**config.mk**
```make
export PLATFORM = sky130hd
export DESIGN_NAME = regLinkMaster
export DESIGN_NICKNAME = d
export VERILOG_FILES = /design/src/rtl/regLinkPkg.sv /design/src/rtl/regLinkUartTx.sv /design/src/rtl/regLinkUartRx.sv /design/src/rtl/regLinkDatapath.sv /design/src/rtl/regLinkCtrl.sv /design/src/rtl/regLinkMaster.sv
export SDC_FILE = /design/constraint.sdc
export NUM_CORES = 1
export LEC_CHECK = 0
export BUFFER_PORTS_ARGS = -buffer_cell sky130_fd_sc_hd__buf_2
export CORE_MARGIN = 3
export CORE_UTILIZATION = 61
export DETAILED_ROUTE_END_ITERATION = 16
export PLACE_DENSITY = 0.83
export RECOVER_POWER = 50
export REMOVE_ABC_BUFFERS = 1
export SLEW_MARGIN = 0
export SYNTH_ARGS = -nofsm -noshare
export SYNTH_HDL_FRONTEND = slang
export SYNTH_HIERARCHICAL = 1
export SYNTH_SLANG_ARGS = --single-unit
```
**constraint.sdc**
```tcl
create_clock -name clk -period 8.8 [get_ports clk]
set_input_delay 1.32 -clock clk [delete_from_list [all_inputs] [get_ports clk]]
set_output_delay 1.32 -clock clk [all_outputs]
set_load 0.01 [all_outputs]
```
**src/rtl/regLinkPkg.sv**
```systemverilog
package regLinkPkg;

  typedef enum logic [2:0] {
    ST_IDLE     = 3'd0,
    ST_TX       = 3'd1,
    ST_TX_READY = 3'd2,
    ST_RX       = 3'd3,
    ST_RX_READY = 3'd4
  } linkState_e;

  // strobes from control to datapath
  typedef struct packed {
    logic load;      // latch request and start sending
    logic abort;     // drop the frame in flight
    logic rxStart;   // clear the reply byte counter
    logic rxEnable;  // receiver armed
  } dpStrobe_t;

  localparam logic [7:0] SYNC_BYTE   = 8'hA0;
  localparam logic [7:0] CRC_POLY    = 8'h07;
  localparam int         REPLY_BYTES = 8;

  function automatic logic [7:0] crc8Byte(input logic [7:0] crcIn, input logic [7:0] dataIn);
    logic [7:0] c;
    c = crcIn;
    for (int j = 0; j < 8; j++) begin
      if (c[7] ^ dataIn[j]) c = {c[6:0], 1'b0} ^ CRC_POLY;
      else                  c = {c[6:0], 1'b0};
    end
    return c;
  endfunction

endpackage

```
**src/rtl/regLinkUartTx.sv**
```systemverilog
module regLinkUartTx #(
  parameter int DIV = 10
) (
  input  logic       clk,
  input  logic       rstN,
  input  logic       abort,
  input  logic       start,
  input  logic [7:0] data,
  output logic       busy,
  output logic       byteDone,
  output logic       line
);
  localparam int CNT_W = (DIV > 2) ? $clog2(DIV) : 1;

  logic [9:0]       shiftQ;
  logic [3:0]       bitQ;
  logic [CNT_W-1:0] divQ;

  always_ff @(posedge clk) begin
    if (!rstN) begin
      shiftQ   <= '1;
      bitQ     <= '0;
      divQ     <= '0;
      busy     <= 1'b0;
      byteDone <= 1'b0;
    end else begin
      byteDone <= 1'b0;
      if (abort) begin
        busy <= 1'b0;
      end else if (!busy && start) begin
        shiftQ <= {1'b1, data, 1'b0};
        busy   <= 1'b1;
        divQ   <= '0;
        bitQ   <= '0;
      end else if (busy) begin
        if (divQ == CNT_W'(DIV - 1)) begin
          divQ <= '0;
          if (bitQ == 4'd9) begin
            busy     <= 1'b0;
            byteDone <= 1'b1;
          end else begin
            bitQ   <= bitQ + 4'd1;
            shiftQ <= {1'b1, shiftQ[9:1]};
          end
        end else begin
          divQ <= divQ + 1'b1;
        end
      end
    end
  end

  assign line = busy ? shiftQ[0] : 1'b1;

endmodule

```
**src/rtl/regLinkUartRx.sv**
```systemverilog
module regLinkUartRx #(
  parameter int DIV = 10
) (
  input  logic       clk,
  input  logic       rstN,
  input  logic       enable,
  input  logic       line,
  output logic       valid,
  output logic [7:0] data
);
  localparam int CNT_W = (DIV > 2) ? $clog2(DIV) : 1;
  localparam int HALF  = (DIV / 2 > 0) ? DIV / 2 : 1;

  logic             syncA, syncB;
  logic             activeQ;
  logic [CNT_W-1:0] cntQ;
  logic [3:0]       bitQ;
  logic [7:0]       shiftQ;

  always_ff @(posedge clk) begin
    if (!rstN) begin
      syncA <= 1'b1;
      syncB <= 1'b1;
    end else begin
      syncA <= line;
      syncB <= syncA;
    end
  end

  always_ff @(posedge clk) begin
    if (!rstN || !enable) begin
      activeQ <= 1'b0;
      cntQ    <= '0;
      bitQ    <= '0;
      shiftQ  <= '0;
      valid   <= 1'b0;
      data    <= '0;
    end else begin
      valid <= 1'b0;
      if (!activeQ) begin
        if (!syncB) begin
          activeQ <= 1'b1;
          cntQ    <= CNT_W'(HALF - 1);
          bitQ    <= '0;
        end
      end else if (cntQ == '0) begin
        cntQ <= CNT_W'(DIV - 1);
        if (bitQ == 4'd0) begin
          if (syncB) activeQ <= 1'b0;   // glitch, not a start bit
          else       bitQ    <= 4'd1;
        end else if (bitQ <= 4'd8) begin
          shiftQ <= {syncB, shiftQ[7:1]};
          bitQ   <= bitQ + 4'd1;
        end else begin
          activeQ <= 1'b0;
          if (syncB) begin
            valid <= 1'b1;
            data  <= shiftQ;
          end
        end
      end else begin
        cntQ <= cntQ - 1'b1;
      end
    end
  end

endmodule

```
**src/rtl/regLinkDatapath.sv**
```systemverilog
module regLinkDatapath
  import regLinkPkg::*;
#(
  parameter int DIV     = 10,
  parameter int SLAVE_W = 2
) (
  input  logic               clk,
  input  logic               rstN,
  input  dpStrobe_t          strobe,
  input  logic               reqWrite,
  input  logic [SLAVE_W-1:0] reqSlave,
  input  logic [6:0]         reqRegNum,
  input  logic [31:0]        reqData,
  input  logic               rxLine,
  output logic               txLine,
  output logic               txAllDone,
  output logic               rxAllDone,
  output logic [63:0]        replyData
);
  localparam int FRAME_MAX = 8;

  logic [7:0] frameBuf  [FRAME_MAX];
  logic [7:0] nextFrame [FRAME_MAX];
  logic [2:0] txIdx, lastIdx;
  logic       txKick, txActive;
  logic [3:0] rxCount;
  logic       txBusy, txByteDone, rxValid;
  logic [7:0] rxByte;
  logic [7:0] crcRead, crcWrite;

  // frame assembly with CRC over the preceding bytes
  always_comb begin
    nextFrame[0] = SYNC_BYTE;
    nextFrame[1] = {{(8 - SLAVE_W){1'b0}}, reqSlave};
    nextFrame[2] = {reqRegNum, reqWrite};
    crcRead = '0;
    for (int i = 0; i < 3; i++) crcRead = crc8Byte(crcRead, nextFrame[i]);
    crcWrite = crcRead;
    for (int i = 0; i < 4; i++) crcWrite = crc8Byte(crcWrite, reqData[31 - 8*i -: 8]);
    for (int i = 3; i < FRAME_MAX; i++) nextFrame[i] = '0;
    if (reqWrite) begin
      for (int i = 0; i < 4; i++) nextFrame[3 + i] = reqData[31 - 8*i -: 8];
      nextFrame[7] = crcWrite;
    end else begin
      nextFrame[3] = crcRead;
    end
  end

  always_ff @(posedge clk) begin
    if (!rstN) begin
      for (int i = 0; i < FRAME_MAX; i++) frameBuf[i] <= '0;
      txIdx     <= '0;
      lastIdx   <= '0;
      txKick    <= 1'b0;
      txActive  <= 1'b0;
      txAllDone <= 1'b0;
    end else begin
      txAllDone <= 1'b0;
      if (strobe.abort) begin
        txKick   <= 1'b0;
        txActive <= 1'b0;
      end else if (strobe.load) begin
        frameBuf <= nextFrame;
        lastIdx  <= reqWrite ? 3'd7 : 3'd3;
        txIdx    <= '0;
        txKick   <= 1'b1;
        txActive <= 1'b1;
      end else begin
        if (txKick && !txBusy) txKick <= 1'b0;
        if (txByteDone) begin
          if (txIdx == lastIdx) begin
            txActive  <= 1'b0;
            txAllDone <= 1'b1;
          end else begin
            txIdx  <= txIdx + 3'd1;
            txKick <= 1'b1;
          end
        end
      end
    end
  end

  always_ff @(posedge clk) begin
    if (!rstN) begin
      rxCount   <= '0;
      replyData <= '0;
      rxAllDone <= 1'b0;
    end else begin
      rxAllDone <= 1'b0;
      if (strobe.rxStart) begin
        rxCount <= '0;
      end else if (rxValid && strobe.rxEnable && rxCount < 4'(REPLY_BYTES)) begin
        replyData[{rxCount[2:0], 3'b000} +: 8] <= rxByte;
        rxCount <= rxCount + 4'd1;
        if (rxCount == 4'(REPLY_BYTES - 1)) rxAllDone <= 1'b1;
      end
    end
  end

  regLinkUartTx #(.DIV(DIV)) uTx (
    .clk(clk), .rstN(rstN), .abort(strobe.abort), .start(txKick),
    .data(frameBuf[txIdx]), .busy(txBusy), .byteDone(txByteDone), .line(txLine)
  );

  regLinkUartRx #(.DIV(DIV)) uRx (
    .clk(clk), .rstN(rstN), .enable(strobe.rxEnable), .line(rxLine),
    .valid(rxValid), .data(rxByte)
  );

  // the line stays high whenever no frame is being sent
  a_r5_idle_line_high: assert property (@(posedge clk) disable iff (!rstN)
    !txActive |-> txLine);

  // never more than the fixed reply length is captured
  a_r7_reply_count_bound: assert property (@(posedge clk) disable iff (!rstN)
    rxCount <= 4'(REPLY_BYTES));

endmodule

```
**src/rtl/regLinkCtrl.sv**
```systemverilog
module regLinkCtrl
  import regLinkPkg::*;
#(
  parameter int NUM_SLAVES = 4,
  parameter int SLAVE_W    = 2,
  parameter int TIMEOUT_MS = 20
) (
  input  logic                  clk,
  input  logic                  rstN,
  input  logic                  msTick,
  input  logic                  reqValid,
  input  logic                  reqWrite,
  input  logic [SLAVE_W-1:0]    reqSlave,
  input  logic                  reqRegMsb,
  input  logic                  txAllDone,
  input  logic                  rxAllDone,
  output dpStrobe_t             strobe,
  output logic                  reqAccept,
  output logic                  reqReject,
  output logic [2:0]            linkState,
  output logic                  txDone,
  output logic                  rxDone,
  output logic                  timeoutTx,
  output logic                  timeoutRx,
  output logic [NUM_SLAVES-1:0] notFound
);
  localparam int TW = $clog2(TIMEOUT_MS + 1);

  linkState_e         stateQ;
  logic [TW-1:0]      timerQ;
  logic               isReadQ;
  logic [SLAVE_W-1:0] slaveQ;
  logic               phaseExpired;

  assign reqAccept    = reqValid && (stateQ == ST_IDLE) && !reqRegMsb;
  assign reqReject    = reqValid && !reqAccept;
  assign phaseExpired = msTick && (timerQ == TW'(TIMEOUT_MS));

  always_comb begin
    strobe.load     = reqAccept;
    strobe.abort    = (stateQ == ST_TX) && !txAllDone && phaseExpired;
    strobe.rxStart  = (stateQ == ST_TX) && txAllDone && isReadQ;
    strobe.rxEnable = (stateQ == ST_RX);
  end

  always_ff @(posedge clk) begin
    if (!rstN) begin
      stateQ    <= ST_IDLE;
      timerQ    <= '0;
      isReadQ   <= 1'b0;
      slaveQ    <= '0;
      notFound  <= '0;
      timeoutTx <= 1'b0;
      timeoutRx <= 1'b0;
    end else begin
      timeoutTx <= 1'b0;
      timeoutRx <= 1'b0;
      case (stateQ)
        ST_IDLE: if (reqAccept) begin
          stateQ  <= ST_TX;
          timerQ  <= '0;
          isReadQ <= !reqWrite;
          slaveQ  <= reqSlave;
        end
        ST_TX: if (txAllDone) begin
          stateQ <= isReadQ ? ST_RX : ST_TX_READY;
          timerQ <= '0;
        end else if (phaseExpired) begin
          stateQ    <= ST_IDLE;
          timeoutTx <= 1'b1;
        end else if (msTick) begin
          timerQ <= timerQ + 1'b1;
        end
        ST_RX: if (rxAllDone) begin
          stateQ <= ST_RX_READY;
        end else if (phaseExpired) begin
          stateQ           <= ST_IDLE;
          timeoutRx        <= 1'b1;
          notFound[slaveQ] <= 1'b1;
        end else if (msTick) begin
          timerQ <= timerQ + 1'b1;
        end
        default: stateQ <= ST_IDLE;
      endcase
    end
  end

  assign linkState = stateQ;
  assign txDone    = (stateQ == ST_TX_READY);
  assign rxDone    = (stateQ == ST_RX_READY);

  // completion state lasts one cycle
  a_r6_txready_one_cycle: assert property (@(posedge clk) disable iff (!rstN)
    (stateQ == ST_TX_READY) |=> (stateQ == ST_IDLE));

  // reply state lasts one cycle
  a_r7_rxready_one_cycle: assert property (@(posedge clk) disable iff (!rstN)
    (stateQ == ST_RX_READY) |=> (stateQ == ST_IDLE));

  // an accepted request always starts transmission
  a_r8_accept_starts_tx: assert property (@(posedge clk) disable iff (!rstN)
    reqAccept |=> (stateQ == ST_TX));

  // a receive timeout leaves the block idle with the slave marked
  a_r11_timeout_marks: assert property (@(posedge clk) disable iff (!rstN)
    timeoutRx |-> (stateQ == ST_IDLE) && notFound[slaveQ]);

  // mask bits never fall outside reset
  a_r12_mask_sticky: assert property (@(posedge clk) disable iff (!rstN)
    (notFound & $past(notFound)) == $past(notFound));

endmodule

```
**src/rtl/regLinkMaster.sv**
```systemverilog
module regLinkMaster
  import regLinkPkg::*;
#(
  parameter int CLK_HZ     = 72_000_000,
  parameter int BAUD       = 256_000,
  parameter int NUM_SLAVES = 4,
  parameter int TIMEOUT_MS = 20,
  localparam int DIV       = CLK_HZ / BAUD,
  localparam int SLAVE_W   = $clog2(NUM_SLAVES)
) (
  input  logic                  clk,
  input  logic                  rstN,
  input  logic                  msTick,
  input  logic                  reqValid,
  input  logic                  reqWrite,
  input  logic [SLAVE_W-1:0]    reqSlave,
  input  logic [7:0]            reqReg,
  input  logic [31:0]           reqData,
  output logic                  reqAccept,
  output logic                  reqReject,
  output logic                  txLine,
  input  logic                  rxLine,
  output logic [2:0]            linkState,
  output logic                  txDone,
  output logic                  rxDone,
  output logic                  timeoutTx,
  output logic                  timeoutRx,
  output logic [63:0]           replyData,
  output logic [NUM_SLAVES-1:0] notFound
);
  dpStrobe_t strobe;
  logic      txAllDone, rxAllDone;

  regLinkCtrl #(
    .NUM_SLAVES(NUM_SLAVES), .SLAVE_W(SLAVE_W), .TIMEOUT_MS(TIMEOUT_MS)
  ) uCtrl (
    .clk(clk), .rstN(rstN), .msTick(msTick), .reqValid(reqValid),
    .reqWrite(reqWrite), .reqSlave(reqSlave), .reqRegMsb(reqReg[7]),
    .txAllDone(txAllDone), .rxAllDone(rxAllDone), .strobe(strobe),
    .reqAccept(reqAccept), .reqReject(reqReject), .linkState(linkState),
    .txDone(txDone), .rxDone(rxDone), .timeoutTx(timeoutTx),
    .timeoutRx(timeoutRx), .notFound(notFound)
  );

  regLinkDatapath #(.DIV(DIV), .SLAVE_W(SLAVE_W)) uDp (
    .clk(clk), .rstN(rstN), .strobe(strobe), .reqWrite(reqWrite),
    .reqSlave(reqSlave), .reqRegNum(reqReg[6:0]), .reqData(reqData),
    .rxLine(rxLine), .txLine(txLine), .txAllDone(txAllDone),
    .rxAllDone(rxAllDone), .replyData(replyData)
  );

endmodule

```
Yosys cells after proc, flatten, opt, wreduce, memory -nomap -nowiden
Index checks and enable logic that the tools add are counted.

word-level totals
  bits in registers = 203
  output and inout bits = 78
  input port bits = 48
  logic and storage cells = 328

operators by class
  add/sub/neg operators = 8
  shift operators = 2
  eq/ne operators = 17
  magnitude comparators = 5
  mux-type cells = 111
  reductions and logical operators = 46
  bitwise gates (word level) = 104

operators with widths
  cell                      count
  $mux W3                   56
  $not A3 Y3                47
  $bwmux W64                1
  $shift A8 B8 Y64 const A  1
  $shiftx A8 B8 Y64         1
  $mux W9                   6
  $mux W10                  4
  $mux W4                   10
  $xor A1 B1 Y1             40
  $mux W32                  1
  $mux W5                   5
  $bmux W8 S3               1
  $mux W8                   3
  $mux W1                   21
  $pmux W5 S3               1
  $not A1 Y1                14
  $add A4 B1 Y4 const B     3
  $logic_and A1 B1 Y1       12
  $reduce_and A4 Y1         3
  $reduce_or A5 Y1          2
  $add A9 B1 Y9 const B     1
  $eq A9 B9 Y1 const B      1
  $logic_not A9 Y1          1
  $pmux W3 S3               1
  36 further kinds          57

Longest topological paths before layout
Gate-level depths: netlist of the first run.

  depth after elaboration = 96
  depth in mapped cells = 11
  depth with buffers taken out = 9

Cells and area by module
Netlist of the first run, hierarchy kept.

by module, submodules not included
  module           cells each  sequential area each (um^2)  times used  area an instance (um^2)
  regLinkDatapath  637         2502.4                       1           6721.4
  regLinkUartRx    173         660.6                        1           1526.5
  regLinkUartTx    135         480.5                        1           1161.1
  regLinkCtrl      97          340.3                        1           854.6

Worst setup path after synthesis of the first run
OpenSTA, ideal clock, no wires.

  path type = in2reg
  from = in reqSlave[0]
  to = reg uDp/frameBuf[3] (netlist bit)
  cell stages on the path = 8
  slack = 4787 ps
  library setup time = 117 ps
  required time = 8683 ps
  arrival = 3896 ps
  cells stage by stage = buf_6 xnor2_2 xor3_2 xnor3_2 xor3_1 xnor3_2 xnor3_1 a22o_1

between the ends
  longest elaborated chain between the ends = 34
  elaborated cells between the ends (all ways) = 105
  classes of those cells = mux: 40; bitwise: 65

ends and longest elaborated chain
  item                                                          line                   source
  start, declared                                               regLinkMaster.sv:16    input logic [SLAVE_W-1:0] reqSlave,
  $mux W3 (*)                                                   regLinkPkg.sv:27       if (c[7] ^ dataIn[j]) c = {c[6:0], 1'b0} ^ CRC_POLY;
  $not A3 Y3 (no source line)                                   n/a
  $mux W3                                                       regLinkPkg.sv:27
  $not A3 Y3 (no source line)                                   n/a
  $mux W3                                                       regLinkPkg.sv:27
  $xor A1 B1 Y1                                                 regLinkPkg.sv:27
  $mux W3                                                       regLinkPkg.sv:27
  $xor A1 B1 Y1 or $not A3 Y3 (tied branches)                   n/a
  [... 18 more ...]                                             n/a
  $mux W3                                                       regLinkPkg.sv:27
  $xor A1 B1 Y1 or $not A3 Y3 (tied branches)                   n/a
  $mux W3                                                       regLinkPkg.sv:27
  $not A3 Y3 (no source line) or $xor A1 B1 Y1 (tied branches)  n/a
  $mux W3                                                       regLinkPkg.sv:27
  $not A3 Y3 (no source line) or $xor A1 B1 Y1 (tied branches)  n/a
  $mux W3 (*)                                                   regLinkPkg.sv:27
  $mux W32 (*)                                                  regLinkDatapath.sv:41  if (reqWrite) begin
  end signal, assigned                                          regLinkDatapath.sv:63  frameBuf <= nextFrame;
  end, declared                                                 regLinkDatapath.sv:22  logic [7:0] frameBuf [FRAME_MAX];

Mark *: on every way between the ends. The rest lies on a longest branch, timed or not.
A chain may end at the register's enable or synchronous reset.

==> results of run 1 <==
==> Yosys cell counts, types with 18 or more instances <==
cell type / n
nand2_1: 128
mux2i_1: 61
nand2b_1: 19
xnor3_1: 29
clkbuf_1: 44
a21oi_1: 26
and2_1: 28
o21ai_0: 43
dfxtp_1: 199
nor2b_1: 44
nor2_1: 35
a21boi_0: 19
xnor2_1: 57
inv_1: 28
xor2_1: 18
nand3_1: 27
a22o_1: 26
==> cell families (layout without fill, tap and decap cells) <==
kind of cell,Yosys count,in the layout,share of synthesized area
simple gates,363,363,0.1858
flops,199,199,0.3882
compound gates,178,178,0.1217
xor+xnor,123,123,0.1681
buf+inv,93,190,0.03877
mux,71,71,0.07924
fa+ha+maj,15,15,0.01829
==> layer usage <==
metal,part of all wire,vias up
li1,-,3819
met1,0.43,3861
met2,0.49,274
met3,0.049,53
met4,0.026,2
met5,0.00030,-
==> flip-flops by register name, summed over array words and instances (netlist names), 2 cells and up <==
name             flops
uDp/uTx/divQ         9
uDp/uTx/shiftQ       9
uDp/uRx/shiftQ       8
uCtrl/linkState      3
uCtrl/timerQ         5
uDp/uTx/bitQ         4
uDp/uRx/cntQ         9
uCtrl/slaveQ         2
uDp/txIdx            3
uDp/uRx/data         8
uDp/replyData       64
uDp/rxCount          4
uDp/frameBuf        50
uCtrl/notFound       4
uDp/uRx/bitQ         4
==> power by group through the flow <==
stage	registers [mW]	clock network (mW)	logic, mW
floorplan	0.960	0	0.762
global placement	0.965	0	0.883
detailed placement	0.966	0	0.908
CTS	0.945	0.771	0.912
global route	0.948	0.807	0.959
finish	0.945	0.757	0.915
==> path summary, 6_finish.rpt <==
| path | from | endpoint | slack [ns] |
|---|---|---|---|
| worst min register to register | uDp/uRx/syncA | uDp/uRx/syncB | 0.42 |
| worst min-delay path | uDp/uRx/syncA | uDp/uRx/syncB | 0.42 |
| worst max register to register | uCtrl/linkState[1] | uDp/frameBuf[11] | 4.81 |
| worst max-delay path | rstN | uDp/uTx/bitQ[1] | 3.06 |
==> layout make-up <==
cell class | count | area [µm²] | share of cell area
clock inverter | 15 | 151.4 | 0.01332
sequential | 199 | 3984 | 0.3506
timing repair buffer | 129 | 553.0 | 0.04867
clock buffer | 17 | 425.4 | 0.03744
multi-input combinational | 750 | 5868 | 0.5165
tap | 216 | 270.3 | 0.02379
inverter | 29 | 110.1 | 0.009691
==> results.yml, run 1 <==
layout:
  layout_commonest_cell: "dfxtp_1"
  fillers: 1249
  fin_cells: 1355
  syn_to_final_growth_pct: 10.70
  fin_nets: 1189
  diodes: 0
  drive_gt1_frac: 0.1089
  layout_common_cells: "199 x dfxtp_1, 128 x nand2_1, 78 x clkbuf_1"
  final_core_util: 0.7025
  final_area_mm2: 0.01136
global_routing:
  grt_most_used_layer: "met2"
  grt_max_degree: 106
  grt_use_met2: 0.4356
  grtUsageMet1: 0.3301
  globalRouteTotalUtil: 0.2544
  grt_pass1_vias: 7417
  grt_first_pass_wirelength_mm: 37.53
  use_met3: 0.04049
  overflow: 0
  grt_antenna_before_repair: 1
power:
  combPwrFrac: 0.350
  clkPwrFrac: 0.289
  p_leak_nw: 4.521
  total_power_mw: 2.617
  p_sw_frac: 0.2884
  p_sw_mw: 0.7548
  vdd_drop_max_v: 0.0005167
  p_per_area_mw_per_mm2: 230.3
  sequentialPowerShare: 0.361
  p_int_mw: 1.862
route:
  ant_nets: 0
  drcViolationCount: 0
  wl_per_cell_um: 17.49
  first_pass_iters: 5
  via_per_inst: 5.911
  drtIter0Drc: 759
  dr_total_vias: 8009
  routed_wl_mm: 23.69
setup_path:
  cp.arrival_ns: 6.05
  rr_worst_depth: 7
  critPathSlowestCell: "clkbuf_1"
  cp-end-kind: "register"
  cp.depth: 5
  cp-start-kind: "input port"
  cp.required_ns: 9.11
  crit_type: "input port to register"
  crit_family: "buffers and inverters"
  crit_path_max_incr_delay_ns: 2.58
  path_cells: "buf_2, clkbuf_1, inv_1, or4_1, o31ai_1"
  worst-path-buf-inv: 3
  crit_fanout: 105
synth:
  synthCells: 1042
  yosys-top-cells-area: "dfxtp_1 39%, xnor3_1 6.4%, mux2i_1 5.9%"
  yosys.area.top_type: "dfxtp_1"
  synth_seq_area_share: 0.3882
  yosysTopAreaCellShare: 0.3882
  syn_area_per_cell_um2: 9.850
  synth_edf_count: 0
  syn_area_mm2: 0.01026
  synth_seq_cells: 199
  ys.flop_type: "dfxtp_1"
  async_reset_ff_frac: 0
  synth_warnings: 6
  synth.distinct_cells: 78
sta:
  relSlewSlack: -1.438
  hold_slack_ns: 0.4227
  fin_crit_ns: 5.739
  fin_skew_ns: 0.01094
  tns_ns: 0
  timing_hold_violations_final: 0
  worst_pin_slew_ns: 3.656
  timing.final.ws_setup_ns: 3.061
  setup-violations-final: 0
  fmax_mhz: 174.2
  finalCritPeriodShare: 0.6522
  rsz0062_at_grt: "false"
  slew_viol_final: 106
clock_network:
  cts_tree: "yes"
  cts_sinks: 199
  cts.hold.buffers_added: 0
  clkTransAtPathRegs_ns: 0.07
  cts_buffers: 17
  clock_latency_ns: 0.43
  root_buffer: "clkbuf_16"
  postCtsSetupBuffers: 0
  post_cts_resized: 0
  htree_levels: 4
  clockBufferDepth: 2
run_status:
  status: "finished, violations left"
  violations: "max-capacitance violations, max-slew violations"
place:
  dp.final_hpwl_mm: 16.95
  placed_area_mm2: 0.01091
  port-buffer-count: 125
  placed_cells: 1323
  dpl_worst_slack_ns: 4.543
  gp_congestion: 0.8811
floorplanning:
  start_util: 0.6346
  die_y_um: 135.7
  ioPinCount: 126
  core-area_mm2: 0.01617
  die_area_mm2: 0.01842
  die_width_um: 135.7
  std_cell_rows: 46
worst_hold_path:
  holdCritPathClass: "register to register"
  hold_path_depth: 1
run:
  cap_violations: 1
No activity file was read; power rests on OpenSTA's default activity.
==> inputs of run 2 (changes only) <==
--- a/config.mk
+++ b/config.mk
@@ -7,9 +7,9 @@
 export LEC_CHECK = 0
 export BUFFER_PORTS_ARGS = -buffer_cell sky130_fd_sc_hd__buf_2
 export CORE_MARGIN = 3
-export CORE_UTILIZATION = 61
+export CORE_UTILIZATION = 53
 export DETAILED_ROUTE_END_ITERATION = 16
-export PLACE_DENSITY = 0.83
+export PLACE_DENSITY = 0.77
 export RECOVER_POWER = 50
 export REMOVE_ABC_BUFFERS = 1
 export SLEW_MARGIN = 0
==> constraint.sdc (replaced) <==
create_clock -name clk -period 4.82 [get_ports clk]
set_input_delay 0.723 -clock clk [delete_from_list [all_inputs] [get_ports clk]]
set_output_delay 0.723 -clock clk [all_outputs]
set_load 0.01 [all_outputs]
==> run 2 against run 1 <==
Net effect: sequential power increased by 82%; largest cell class unchanged; critical endpoint is now uDp/frameBuf[11]; critical path depth increased by 2; the run still ends with max-capacitance violations, max-slew violations left; design area increased by 0.66%; clock skew increased by 0.00093 ns; combinational power increased by 83%.
==> results.yml, run 2 (synthesis results as in run 1) <==
clock_network:
  cts_sinks: 199
  root_buffer: "clkbuf_16"
  cts_buffers: 17
  clockBufferDepth: 2
  cts_tree: "yes"
  clock_latency_ns: 0.43
  clkTransAtPathRegs_ns: 0.08
  cts.hold.buffers_added: 0
  postCtsSetupBuffers: 0
  htree_levels: 4
  post_cts_resized: 0
route:
  ant_nets: 0
  wl_per_cell_um: 16.95
  drtIter0Drc: 519
  routed_wl_mm: 23.76
  dr_total_vias: 7771
  drcViolationCount: 0
  via_per_inst: 5.543
  first_pass_iters: 5
layout:
  fin_nets: 1192
  seqCellArea_mm2: 0.003984
  drive_gt1_frac: 0.1095
  syn_to_final_growth_pct: 11.43
  fillers: 1662
  top_regs: "uDp/replyData x64, uDp/frameBuf x50"
  multi_input_area_mm2: 0.005863
  layout_common_cells: "199 x dfxtp_1, 128 x nand2_1, 79 x clkbuf_1"
  layout_commonest_cell: "dfxtp_1"
  largest_reg_flops: 64
  final_core_util: 0.6054
  diodes: 0
  top_register: "uDp/replyData"
power:
  p_per_area_mw_per_mm2: 419.1
  combPwrFrac: 0.349
  vdd_drop_max_v: 0.0008121
  p_sw_frac: 0.2911
  p_sw_mw: 1.395
  sequentialPowerShare: 0.360
  p_int_mw: 3.398
  clkPwrFrac: 0.291
  p_leak_nw: 4.524
setup_path:
  crit_fanout: 26
  crit_family: "simple AND/OR/NAND/NOR gates"
  crit_path_max_incr_delay_ns: 0.94
  path_cells: "or3b_1, or3_1, clkinv_4, nor2b_1, clkbuf_1, and3_1, a22o_1"
  critPathSlowestCell: "and3_1"
  cp-end-kind: "register"
  cp.required_ns: 5.19
  cp-start-kind: "register"
  worst-path-buf-inv: 2
  crit_type: "register to register"
  cp.arrival_ns: 4.08
sta:
  slew_viol_final: 44
  fin_crit_ns: 3.710
  setup-violations-final: 0
  rsz0062_at_grt: "false"
  timing_hold_violations_final: 0
  fin_skew_ns: 0.01186
  finalCritPeriodShare: 0.7697
  fmax_mhz: 269.5
  worst_pin_slew_ns: 1.938
  tns_ns: 0
  relSlewSlack: -0.2920
place:
  dp.final_hpwl_mm: 17.09
  gp_congestion: 0.8436
  port-buffer-count: 125
run:
  cap_violations: 1
floorplanning:
  core-area_mm2: 0.01889
  std_cell_rows: 50
  start_util: 0.5432
  ioPinCount: 126
  die_area_mm2: 0.02107
  die_width_um: 145.2
  die_y_um: 145.2
global_routing:
  overflow: 0
  grt_max_degree: 44
  grt_antenna_before_repair: 0
  grt_pass1_vias: 7324
  grt_first_pass_wirelength_mm: 38.12
  globalRouteTotalUtil: 0.2201
worst_hold_path:
  holdCritPathClass: "register to register"
run_status:
  violations: "max-capacitance violations, max-slew violations"
  status: "finished, violations left"
## run 2: cell type report
class / count / area share
inverters: 29 / 0.009955
multi-input cells: 750 / 0.5126
well taps: 260 / 0.02844
flip-flops and latches: 199 / 0.3483
clock buffers: 17 / 0.03720
clock inverters: 15 / 0.01324
repair buffers: 132 / 0.05021
## run 2: metrics by stage
step                      cell area, µm²  std cells  total power, mW  hold slack [ns]  setup WS, ns
final                              11440       1402            4.793           0.4098         1.110
after floorplan                     9980        978            3.143           0.3863         1.482
after detailed placement           10980       1370            3.423           0.3936         1.148
after CTS                          11560       1402            4.819           0.4123         1.598
after global routing               11440       1402            4.990           0.4425        0.8395
after global placement             10980       1370            3.382           0.3915         1.249
## run 2: path summary, 6_finish.rpt
path | endpoint | start | cells past startpoint | slack [ns]
worst max-delay path | uDp/frameBuf[11] | uCtrl/linkState[1] | 7 | 1.11
worst min-delay path | uDp/uRx/syncB | uDp/uRx/syncA | 1 | 0.41
worst max register to register | uDp/frameBuf[11] | uCtrl/linkState[1] | 7 | 1.11
worst min register to register | uDp/uRx/syncB | uDp/uRx/syncA | 1 | 0.41
## run 2: layer usage
metal	track usage	routed length, µm	up-vias	share of wire
met2	0.3653	11440	220	0.48
met5	0	0	-	0
met1	0.2947	10590	3712	0.45
li1	-	-	3813	-
met3	0.04841	1373	26	0.058
met4	0.05413	358	0	0.015
## run 2: power by group through the flow
stage               Clock, mW  Sequential (mW)  Combinational (mW)
finish                   1.40             1.72                1.67
CTS                      1.42             1.72                1.67
global route             1.49             1.73                1.77
floorplan                   0             1.75                1.39
detailed placement          0             1.76                1.66
global placement            0             1.76                1.62
## run 2: worst register-to-register path, delay by kind of cell (launching register included)
family,cells,cell delay (ns)
DFF,1,0.44
buffers and inverters,2,0.88
and+or+nand+nor,4,2.07
AOI/OAI and AO/OA,1,0.26
==> inputs of run 3 (changes only) <==
--- a/config.mk
+++ b/config.mk
@@ -5,11 +5,12 @@
 export SDC_FILE = /design/constraint.sdc
 export NUM_CORES = 1
 export LEC_CHECK = 0
+export ABC_AREA = 1
 export BUFFER_PORTS_ARGS = -buffer_cell sky130_fd_sc_hd__buf_2
 export CORE_MARGIN = 3
 export CORE_UTILIZATION = 53
 export DETAILED_ROUTE_END_ITERATION = 16
-export PLACE_DENSITY = 0.77
+export PLACE_DENSITY = 0.76
 export RECOVER_POWER = 50
 export REMOVE_ABC_BUFFERS = 1
 export SLEW_MARGIN = 0
==> constraint.sdc (replaced) <==
create_clock -name clk -period 3.35 [get_ports clk]
set_input_delay 0.5025 -clock clk [delete_from_list [all_inputs] [get_ports clk]]
set_output_delay 0.5025 -clock clk [all_outputs]
set_load 0.01 [all_outputs]
==> run 3 against run 2 <==
Net effect: setup slack worse by 0.70 ns; the flow still finishes with violations (max-capacitance violations, max-slew violations); highest routed layer is now met5; hold slack worse by 0.18 ns; total power up 29%.
==> results.yml, run 3 <==
floorplanning:
  die_area_mm2: 0.02192
  std_cell_rows: 51
  ioPinCount: 126
  die_width_um: 148.1
  start_util: 0.5442
  die_y_um: 148.1
  core-area_mm2: 0.01965
power:
  p_sw_mw: 2.150
  sequentialPowerShare: 0.399
  p_sw_frac: 0.3469
  p_leak_nw: 5.448
  vdd_drop_max_v: 0.0003683
  p_int_mw: 4.048
  p_per_area_mw_per_mm2: 514.7
  combPwrFrac: 0.267
  clkPwrFrac: 0.334
clock_network:
  clockBufferDepth: 2
  cts_sinks: 199
  htree_levels: 4
  postCtsSetupBuffers: 0
  cts.hold.buffers_added: 0
  clock_latency_ns: 0.44
  post_cts_resized: 0
  cts_buffers: 17
  root_buffer: "clkbuf_16"
  cts_tree: "yes"
  clkTransAtPathRegs_ns: 0.08
synth:
  synth_edf_count: 0
  synth_most_common_cell: "nand2_1"
  synth_seq_cells: 199
  synth_warnings: 6
  synth_common_cells: "431 x nand2_1, 199 x dfxtp_1, 178 x inv_1"
  synthCells: 1608
  yosysTopAreaCellShare: 0.3724
  yosys-top-cells-area: "dfxtp_1 37%, nand2_1 15%, nand3_1 6.3%"
  synth.distinct_cells: 52
  async_reset_ff_frac: 0
  syn_area_mm2: 0.01070
  ys.flop_type: "dfxtp_1"
  syn_area_per_cell_um2: 6.652
  synth_seq_area_share: 0.3724
  yosys.area.top_type: "dfxtp_1"
setup_path:
  rr_worst_depth: 10
  reg2reg_from: "uDp/txIdx[0]"
  critPathSlowestCell: "dfxtp_1"
  cp.depth: 10
  crit_family: "flip-flops"
  r2r-end: "uDp/txIdx[0]"
  startpoint: "uDp/txIdx[0]"
  worst-path-buf-inv: 3
  cp-end-kind: "register"
  crit_path_max_incr_delay_ns: 0.80
  crit_end: "uDp/txIdx[0]"
  cp.required_ns: 3.70
  cp.arrival_ns: 3.29
  reg2reg_setup_slack_ns: 0.41
  path_cells: "inv_1, clkbuf_1, ha_1, o21ai_0, a211oi_1, inv_1, a21oi_1, or2_2, a21oi_1, a211oi_1"
  crit_fanout: 24
  crit_type: "register to register"
  cp-start-kind: "register"
layout:
  largest_reg_flops: 64
  top_register: "uDp/replyData"
  layout_commonest_cell: "nand2_1"
  drive_gt1_frac: 0.1148
  multi_input_area_mm2: 0.005717
  syn_to_final_growth_pct: 12.56
  seqCellArea_mm2: 0.003984
  fillers: 1928
  layout_common_cells: "431 x nand2_1, 199 x dfxtp_1, 178 x inv_1"
  top_regs: "uDp/replyData x64, uDp/frameBuf x50"
  fin_nets: 1784
global_routing:
  grt_use_met2: 0.4197
  overflow: 0
  grt_most_used_layer: "met2"
  use_met3: 0.06246
  grt_pass1_vias: 9905
  grt_first_pass_wirelength_mm: 46.49
  grtUsageMet1: 0.3179
  grt_max_degree: 50
  globalRouteTotalUtil: 0.2550
  grt_antenna_before_repair: 6
sta:
  setup-violations-final: 0
  relSlewSlack: -0.08757
  timing_hold_violations_final: 0
  fin_crit_ns: 2.936
  tns_ns: 0
  slew_viol_final: 86
  fmax_mhz: 340.5
  finalCritPeriodShare: 0.8765
  worst_pin_slew_ns: 1.631
  rsz0062_at_grt: "false"
  fin_skew_ns: 0.008820
  timing.final.ws_setup_ns: 0.4136
route:
  routed_wl_mm: 27.77
  drcViolationCount: 0
  first_pass_iters: 5
  drtIter0Drc: 568
  dr_total_vias: 10728
  ant_nets: 0
  wl_per_cell_um: 13.87
  via_per_inst: 5.359
run_status:
  violations: "max-capacitance violations, max-slew violations"
  status: "finished, violations left"
place:
  port-buffer-count: 125
  gp_congestion: 1.011
  dpl_worst_slack_ns: 0.08676
  dp.final_hpwl_mm: 21.08
run:
  cap_violations: 2
worst_hold_path:
  holdCritPathClass: "input port to register"
-- run 3: logic make-up after synthesis --
kind of cell | after synthesis | share of synthesized area
AND/OR/NAND/NOR | 826 | 0.3453
AO/OA/AOI/OAI | 306 | 0.1549
flip-flops | 199 | 0.3724
buffers and inverters | 245 | 0.09206
XOR/XNOR | 17 | 0.01778
adder cells (fa/ha/maj) | 15 | 0.01755
-- run 3: cell type report --
cell class              count  share of cell area
inverters                 195             0.06090
flip-flops and latches    199              0.3309
multi-input cells        1164              0.4748
repair buffers            144             0.05487
well taps                 265             0.02754
diodes                      3           0.0006235
clock buffers              17             0.03533
clock inverters            15             0.01507
-- run 3: routing by layer --
layer | wire length [µm] | share of wire
met2 | 13120 | 0.47
met1 | 11930 | 0.43
met4 | 1049 | 0.038
met5 | 37 | 0.0013
met3 | 1628 | 0.059
-- run 3: worst min-delay path by stage --
| stage | from | end | slack (ns) | depth (start not counted) |
|---|---|---|---|---|
| 2_1_floorplan | uDp/uRx/syncA | uDp/uRx/syncB | 0.38 | 2 |
| 3_3_place_gp | uDp/uRx/syncA | uDp/uRx/syncB | 0.38 | 2 |
| 3_5_place_dp | uDp/uRx/syncA | uDp/uRx/syncB | 0.40 | 2 |
| 4_1_cts | rxLine | uDp/uRx/syncA | 0.21 | 3 |
| 5_1_grt | rxLine | uDp/uRx/syncA | 0.23 | 3 |
| 6_report | rxLine | uDp/uRx/syncA | 0.23 | 3 |
-- run 3: stage by stage --
| stage | util | hold WS, ns | total power, mW | area [µm²] | std cells |
|---|---|---|---|---|---|
| after floorplan | - | 0.3795 | 3.796 | 10450 | 1558 |
| after global placement | 0.5874 | 0.3845 | 4.118 | 11540 | 1967 |
| after detailed placement | 0.5874 | 0.3963 | 4.151 | 11540 | 1967 |
| after CTS | 0.6183 | 0.2118 | 6.214 | 12150 | 1999 |
| after global routing | 0.6126 | 0.2280 | 6.579 | 12040 | 2002 |
| final | 0.6126 | 0.2285 | 6.197 | 12040 | 2002 |
-- run 3: power by group through the flow --
stage / Combinational (mW) / Clock, mW / Sequential [mW]
finish: 1.65 / 2.07 / 2.47
global route: 1.88 / 2.22 / 2.48
CTS: 1.63 / 2.11 / 2.47
detailed placement: 1.62 / 0 / 2.53
global placement: 1.59 / 0 / 2.53
floorplan: 1.28 / 0 / 2.52
-- run 3: tightest hold or removal path, cell delays in order --
cell     delay [ns]
buf_2          0.07
inv_1          0.03
nand2_1        0.04
